## config.mk

```make
export PLATFORM = sky130hd
export DESIGN_NAME = wake_reset_seq
export DESIGN_NICKNAME = d
export VERILOG_FILES = /design/src/rtl/rsq_pkg.sv /design/src/rtl/rsq_reset_sync.sv /design/src/rtl/rsq_startup_timer.sv /design/src/rtl/rsq_wake_detect.sv /design/src/rtl/wake_reset_seq.sv
export SDC_FILE = /design/constraint.sdc
export NUM_CORES = 1
export LEC_CHECK = 0
export ABC_AREA = 1
export BUFFER_PORTS_ARGS = -buffer_cell sky130_fd_sc_hd__buf_2
export CAP_MARGIN = 15
export CORE_MARGIN = 2
export CORE_UTILIZATION = 50
export CTS_BUF_LIST = sky130_fd_sc_hd__clkbuf_8
export DETAILED_ROUTE_END_ITERATION = 8
export GPL_TIMING_DRIVEN = 0
export MAX_ROUTING_LAYER = met4
export PLACE_DENSITY = 0.87
export SLEW_MARGIN = 30
export SYNTH_ARGS = -nofsm -noshare
export SYNTH_HDL_FRONTEND = slang
export SYNTH_SLANG_ARGS = --single-unit
```

## constraint.sdc

```tcl
create_clock -name clk -period 2 [get_ports clk]
set_clock_uncertainty 0.15 [all_clocks]
set_input_delay 0.1 -clock clk [delete_from_list [all_inputs] [get_ports clk]]
set_output_delay 0.1 -clock clk [all_outputs]
set_load 0.05 [all_outputs]
```

## src/rtl/rsq_pkg.sv

```systemverilog
package rsq_pkg;

    typedef enum logic [1:0] {
        ST_DELAY   = 2'd0,
        ST_RUN     = 2'd1,
        ST_HALT    = 2'd2,
        ST_RSTHOLD = 2'd3
    } seq_state_e;

    typedef enum logic [2:0] {
        WK_NONE     = 3'd0,
        WK_POR      = 3'd1,
        WK_EXT      = 3'd2,
        WK_WDT      = 3'd3,
        WK_PORT     = 3'd4,
        WK_IRQ_TAKE = 3'd5,
        WK_IRQ_NEXT = 3'd6
    } wake_cause_e;

    typedef struct packed {
        logic to;
        logic pdf;
    } stat_flags_t;

    // causes whose start-up window also holds the whole chip in reset
    function automatic logic cause_is_cold(wake_cause_e c);
        return (c == WK_POR) || (c == WK_EXT);
    endfunction

    // causes that continue at the following instruction
    function automatic logic cause_resumes(wake_cause_e c);
        return (c == WK_PORT) || (c == WK_IRQ_NEXT);
    endfunction

endpackage

```

## src/rtl/rsq_reset_sync.sv

```systemverilog
module rsq_reset_sync (
    input  logic clk,
    input  logic pin_n,
    output logic rst_act
);
    logic q1, q2;

    // asserts at once with the pin, releases after two clean edges
    always_ff @(posedge clk or negedge pin_n) begin
        if (!pin_n) begin
            q1 <= 1'b0;
            q2 <= 1'b0;
        end else begin
            q1 <= 1'b1;
            q2 <= q1;
        end
    end

    assign rst_act = ~q2;
endmodule

```

## src/rtl/rsq_startup_timer.sv

```systemverilog
module rsq_startup_timer #(
    parameter int DLY = 1024,
    parameter int CW  = $clog2(DLY) + 1
) (
    input  logic clk,
    input  logic clr,
    input  logic en,
    output logic done
);
    logic [CW-1:0] cnt_q;

    always_ff @(posedge clk) begin
        if (clr)
            cnt_q <= '0;
        else if (en)
            cnt_q <= cnt_q + 1'b1;
    end

    assign done = en && (cnt_q == CW'(DLY - 1));
endmodule

```

## src/rtl/rsq_wake_detect.sv

```systemverilog
module rsq_wake_detect #(
    parameter int NPIN = 8,
    parameter int NIRQ = 4
) (
    input  logic [NPIN-1:0] port_pin,
    input  logic [NPIN-1:0] port_wake_en,
    input  logic [NIRQ-1:0] irq_req,
    input  logic [NIRQ-1:0] irq_stale,
    input  logic [NIRQ-1:0] irq_en,
    input  logic            stack_full,
    output logic            port_hit,
    output logic            irq_hit,
    output logic            irq_take
);
    logic [NIRQ-1:0] irq_fresh;

    assign port_hit  = |(port_pin & port_wake_en);
    assign irq_fresh = irq_req & ~irq_stale;
    assign irq_hit   = |irq_fresh;
    assign irq_take  = (|(irq_fresh & irq_en)) && !stack_full;
endmodule

```

## src/rtl/wake_reset_seq.sv

```systemverilog
module wake_reset_seq
    import rsq_pkg::*;
#(
    parameter int NPIN = 8,
    parameter int NIRQ = 4,
    parameter int DLY  = 1024
) (
    input  logic            clk,
    input  logic            por,
    input  logic            ext_rst_n,
    input  logic            wdt_timeout,
    input  logic [NPIN-1:0] port_pin,
    input  logic [NPIN-1:0] port_wake_en,
    input  logic [NIRQ-1:0] irq_req,
    input  logic [NIRQ-1:0] irq_en,
    input  logic            stack_full,
    input  logic            halt_req,
    output logic            core_run,
    output logic            cold_rst,
    output logic            warm_rst,
    output logic            take_irq,
    output logic            resume_next,
    output logic            flag_to,
    output logic            flag_pdf
);
    localparam int CW = $clog2(DLY) + 1;

    seq_state_e      state_q, state_d;
    wake_cause_e     cause_q, cause_d;
    stat_flags_t     flg_q, flg_d;
    logic [NIRQ-1:0] stale_q, stale_d;
    logic            take_q, take_d, next_q, next_d;
    logic            enter_delay, ext_act, dly_done;
    logic            port_hit, irq_hit, irq_take;
    logic            halted;

    rsq_reset_sync u_sync (
        .clk     (clk),
        .pin_n   (ext_rst_n),
        .rst_act (ext_act)
    );

    rsq_startup_timer #(.DLY(DLY), .CW(CW)) u_timer (
        .clk  (clk),
        .clr  (por || enter_delay),
        .en   (state_q == ST_DELAY),
        .done (dly_done)
    );

    rsq_wake_detect #(.NPIN(NPIN), .NIRQ(NIRQ)) u_wake (
        .port_pin     (port_pin),
        .port_wake_en (port_wake_en),
        .irq_req      (irq_req),
        .irq_stale    (stale_q),
        .irq_en       (irq_en),
        .stack_full   (stack_full),
        .port_hit     (port_hit),
        .irq_hit      (irq_hit),
        .irq_take     (irq_take)
    );

    always_comb begin
        state_d     = state_q;
        cause_d     = cause_q;
        flg_d       = flg_q;
        stale_d     = stale_q;
        take_d      = 1'b0;
        next_d      = 1'b0;
        enter_delay = 1'b0;
        if (state_q == ST_DELAY) begin
            // window runs to its end whatever else is active
            if (dly_done) begin
                state_d = ST_RUN;
                take_d  = (cause_q == WK_IRQ_TAKE);
                next_d  = cause_resumes(cause_q);
            end
        end else if (ext_act) begin
            if (state_q == ST_HALT) begin
                flg_d       = '{to: 1'b0, pdf: 1'b1};
                cause_d     = WK_EXT;
                state_d     = ST_DELAY;
                enter_delay = 1'b1;
            end else begin
                state_d = ST_RSTHOLD;
            end
        end else begin
            unique case (state_q)
                ST_RSTHOLD: state_d = ST_RUN;
                ST_RUN: begin
                    if (wdt_timeout) begin
                        flg_d.to = 1'b1;
                        state_d  = ST_RSTHOLD;
                    end else if (halt_req) begin
                        flg_d.pdf = 1'b1;
                        stale_d   = irq_req;
                        state_d   = ST_HALT;
                    end
                end
                ST_HALT: begin
                    if (wdt_timeout) begin
                        flg_d       = '{to: 1'b1, pdf: 1'b1};
                        cause_d     = WK_WDT;
                        state_d     = ST_DELAY;
                        enter_delay = 1'b1;
                    end else if (port_hit) begin
                        cause_d     = WK_PORT;
                        state_d     = ST_DELAY;
                        enter_delay = 1'b1;
                    end else if (irq_hit) begin
                        cause_d     = irq_take ? WK_IRQ_TAKE : WK_IRQ_NEXT;
                        state_d     = ST_DELAY;
                        enter_delay = 1'b1;
                    end
                end
                default: state_d = ST_RUN;
            endcase
        end
    end

    always_ff @(posedge clk) begin
        if (por) begin
            state_q <= ST_DELAY;
            cause_q <= WK_POR;
            flg_q   <= '0;
            stale_q <= '0;
            take_q  <= 1'b0;
            next_q  <= 1'b0;
        end else begin
            state_q <= state_d;
            cause_q <= cause_d;
            flg_q   <= flg_d;
            stale_q <= stale_d;
            take_q  <= take_d;
            next_q  <= next_d;
        end
    end

    assign halted      = (state_q == ST_HALT);
    assign core_run    = (state_q == ST_RUN);
    assign cold_rst    = (state_q == ST_RSTHOLD) ||
                         ((state_q == ST_DELAY) && cause_is_cold(cause_q));
    assign warm_rst    = (state_q == ST_DELAY) && (cause_q == WK_WDT);
    assign take_irq    = take_q;
    assign resume_next = next_q;
    assign flag_to     = flg_q.to;
    assign flag_pdf    = flg_q.pdf;
endmodule

```

==> results.py <==
metrics = {
    "outcome": {
        "status": "finished clean",
    },
    "worst_hold_path": {
        "hp-start": "irq_req[0]",
        "min_path_cells": 3,
        "hold_class": "primary input to flop",
        "min_to": "stale_q[0]",
    },
    "critical_path": {
        "cp.required_ns": 1.75,
        "r2r-start": "state_q[0]",
        "crit_fanout": 10,
        "critPathSlowestCell": "dfxtp_1",
        "cp_cell_sequence": "inv_1 -> ha_1 -> buf_4 -> inv_2 -> buf_6 -> nor3_2 -> clkbuf_4",
        "cp-start-kind": "flop",
        "regToRegSetupSlack_ns": 0.16,
        "cp-end-kind": "output port",
        "ff2ff_path_depth": 9,
        "cp.arrival_ns": 1.65,
        "critPathBufInv": 5,
        "worstSetupStartpoint": "state_q[0]",
        "slowest_delay_ns": 0.37,
        "r2r_end": "u_timer.cnt_q[4]",
        "cpLargestDelayFamily": "buffers and inverters",
        "worst-setup-path-type": "flop to output port",
    },
    "pwr": {
        "p_int_mw": 1.10,
        "p_leak_nw": 0.839,
        "seqPwrFrac": 0.360,
        "combPwrFrac": 0.399,
        "peakVddDrop_v": 0.000884,
        "power_density_nw_per_um2": 976,
        "clockPowerShare": 0.241,
        "p_sw_uw": 692,
        "p_total_mw": 1.79,
        "p_sw_frac": 0.386,
    },
    "yosys": {
        "yosys_warnings": 0,
        "synth_top_cell_by_area": "dfxtp_1",
        "synth_cells": 213,
        "ys_seq_area_frac": 0.356,
        "ys_top_cells_by_area": "dfxtp_1 (32%), nand2_1 (16%), nand3_1 (5.0%)",
        "netlist_area_um2": 1490,
        "synthArstFlopShare": 0.0769,
        "synth.top_cell.area_share": 0.323,
        "synth_cell_type_count": 30,
        "synth-seq-cells": 26,
        "synthMostInstantiatedCell": "nand2_1",
        "synthFlopType": "dfxtp_1",
        "syn-num-nets": 248,
        "synth_edf_count": 0,
        "avgSynthCellArea_um2": 6.99,
        "ys_top_cells_by_count": "nand2_1 (62), dfxtp_1 (24), nor2_1 (20), inv_1 (19), nand3_1 (15)",
    },
    "placed_design": {
        "hpwlAfterDp_um": 2310,
        "dp_cells": 280,
        "portBuffers": 36,
        "gp_congestion": 0.847,
    },
    "sta": {
        "fmax_mhz": 526,
        "hold_viol": 0,
        "setup_tns_ns": 0,
        "drv_slew": 0,
        "layout_min_cycle_time_ns": 1.90,
        "final-setup-viol-count": 0,
        "fin_crit_sh": 0.950,
        "grt_setup_unrepaired": "no",
    },
    "global_routing": {
        "overflow": 0,
        "antenna_found_initial": 0,
        "grt_pass1_vias": 1353,
        "grt_pass1_wl_um": 5290,
        "track_usage": 0.202,
        "grt_max_degree": 16,
    },
    "cts": {
        "clkSinkCount": 26,
        "clk_latency_ns": 0.27,
        "cts_root_buf": "clkbuf_8",
        "cts_max_level": 1,
        "cts_buffer_depth": 2,
        "cts_setup_buffers": 0,
        "cts_tree": "built",
        "numCtsBuffers": 3,
        "clk_pin_slew_ns": 0.09,
    },
    "die": {
        "rows": 19,
        "die_area_um2": 3430,
        "die_w_um": 58.6,
        "die_y_um": 58.6,
        "core-area_um2": 2780,
        "ios": 37,
        "initial_core_util": 0.535,
    },
    "layout": {
        "multi_input_area_um2": 836,
        "final_cell_count_no_fill": 289,
        "fin_nets": 294,
        "fillers": 234,
        "seqCellArea_um2": 531,
        "diodes": 0,
        "drive_gt1_frac": 0.291,
        "syn_to_final_growth_pct": 23.4,
    },
    "detailed_routing": {
        "wl_per_cell_um": 10.7,
        "viasPerCell": 5.01,
        "ant_nets": 0,
        "routed-via-count": 1448,
        "drt-total-wl_um": 3090,
        "firstDrtPassIters": 4,
        "drtIter0Drc": 24,
        "drcViolationCount": 0,
    },
    "run": {
        "maxCapViolCount": 0,
    },
}
-- registers in the layout, summed over array words and instances (netlist names) --
signal,cells
flag_to,1
take_irq,1
u_sync.q1,1
flag_pdf,1
u_sync.q2,1
state_q,2
resume_next,1
cause_q,3
stale_q,4
u_timer.cnt_q,11
-- worst min-delay path, cell delays in order --
cell     delay [ns]
buf_2          0.10
o21ai_0        0.08
a21oi_1        0.11
-- metal layers --
metal  wire length, um  share of wire  GRT usage
met1              1420           0.46      0.237
met2              1500           0.49      0.345
met3               114          0.037     0.0242
met4                45          0.015     0.0909
met5                 0              0          -
-- worst max path at each step --
| stage | endpoint | slack (ns) | cells past startpoint |
|---|---|---|---|
| after floorplan | state_q[0] | 0.19 | 9 |
| after CTS | warm_rst | 0.09 | 7 |
| final | warm_rst | 0.10 | 7 |
| after detailed placement | flag_to | 0.21 | 9 |
| after global routing | flag_to | 0.0007 | 9 |
| after global placement | stale_q[0] | 0.24 | 8 |
-- cell usage in the layout (no fill, tap or decap), types with 4 or more instances in the layout --
cell / netlist / final
nand2_1: 62 / 62
buf_2: 0 / 35
dfxtp_1: 24 / 24
nor2_1: 20 / 20
inv_1: 19 / 19
nand3_1: 15 / 15
a21oi_1: 10 / 10
inv_2: 6 / 6
o21ai_0: 6 / 6
a21oi_2: 6 / 6
nor2_2: 5 / 5
ha_1: 5 / 5
dlygate4sd3_1: 0 / 5
nand2_2: 4 / 4
or2_2: 4 / 4
-- cell families (layout without fill, tap and decap cells) --
family,Yosys count,after routing,share of synthesized area
XOR/XNOR,5,5,0.0294
other,1,1,0.00252
flip-flops,26,26,0.356
buffers and inverters,29,74,0.0857
AO/OA/AOI/OAI,27,27,0.118
AND/OR/NAND/NOR,120,120,0.366
adder cells (fa/ha/maj),5,5,0.0420
-- what timing repair did --
action | in CTS | in global routing
hold buffers | 5 | 0
gates resized for setup | 0 | 1
hold endpoints to repair | 6 | 0
endpoints found under the setup margin | 0 | 1
-- power groups by stage --
stage / Combinational [mW] / Clock [mW] / Sequential [mW]
2_1_floorplan: 0.522 / 0 / 0.674
3_3_place_gp: 0.683 / 0 / 0.648
3_5_place_dp: 0.698 / 0 / 0.654
4_1_cts: 0.713 / 0.439 / 0.642
5_1_grt: 0.790 / 0.453 / 0.653
6_report: 0.715 / 0.433 / 0.644
-- metrics by stage --
stage	util	hold slack, ns	instance area [um2]	worst slack (ns)
3_3_place_gp	0.616	-0.264	1710	0.245
3_5_place_dp	0.616	-0.262	1710	0.209
5_1_grt	0.660	0.0430	1840	0.000727
4_1_cts	0.659	0.0134	1830	0.0868
2_1_floorplan	-	-0.346	1490	0.186
6_report	0.660	0.00412	1840	0.100
-- cell type report --
class / instances / area share
repair buffers: 41 / 0.127
well taps: 31 / 0.0211
flip-flops and latches: 26 / 0.289
multi-input cells: 158 / 0.455
clock buffers: 3 / 0.0225
clock inverters: 1 / 0.0163
plain buffers: 4 / 0.0184
inverters: 25 / 0.0511
No activity file was read; power rests on OpenSTA's default activity.
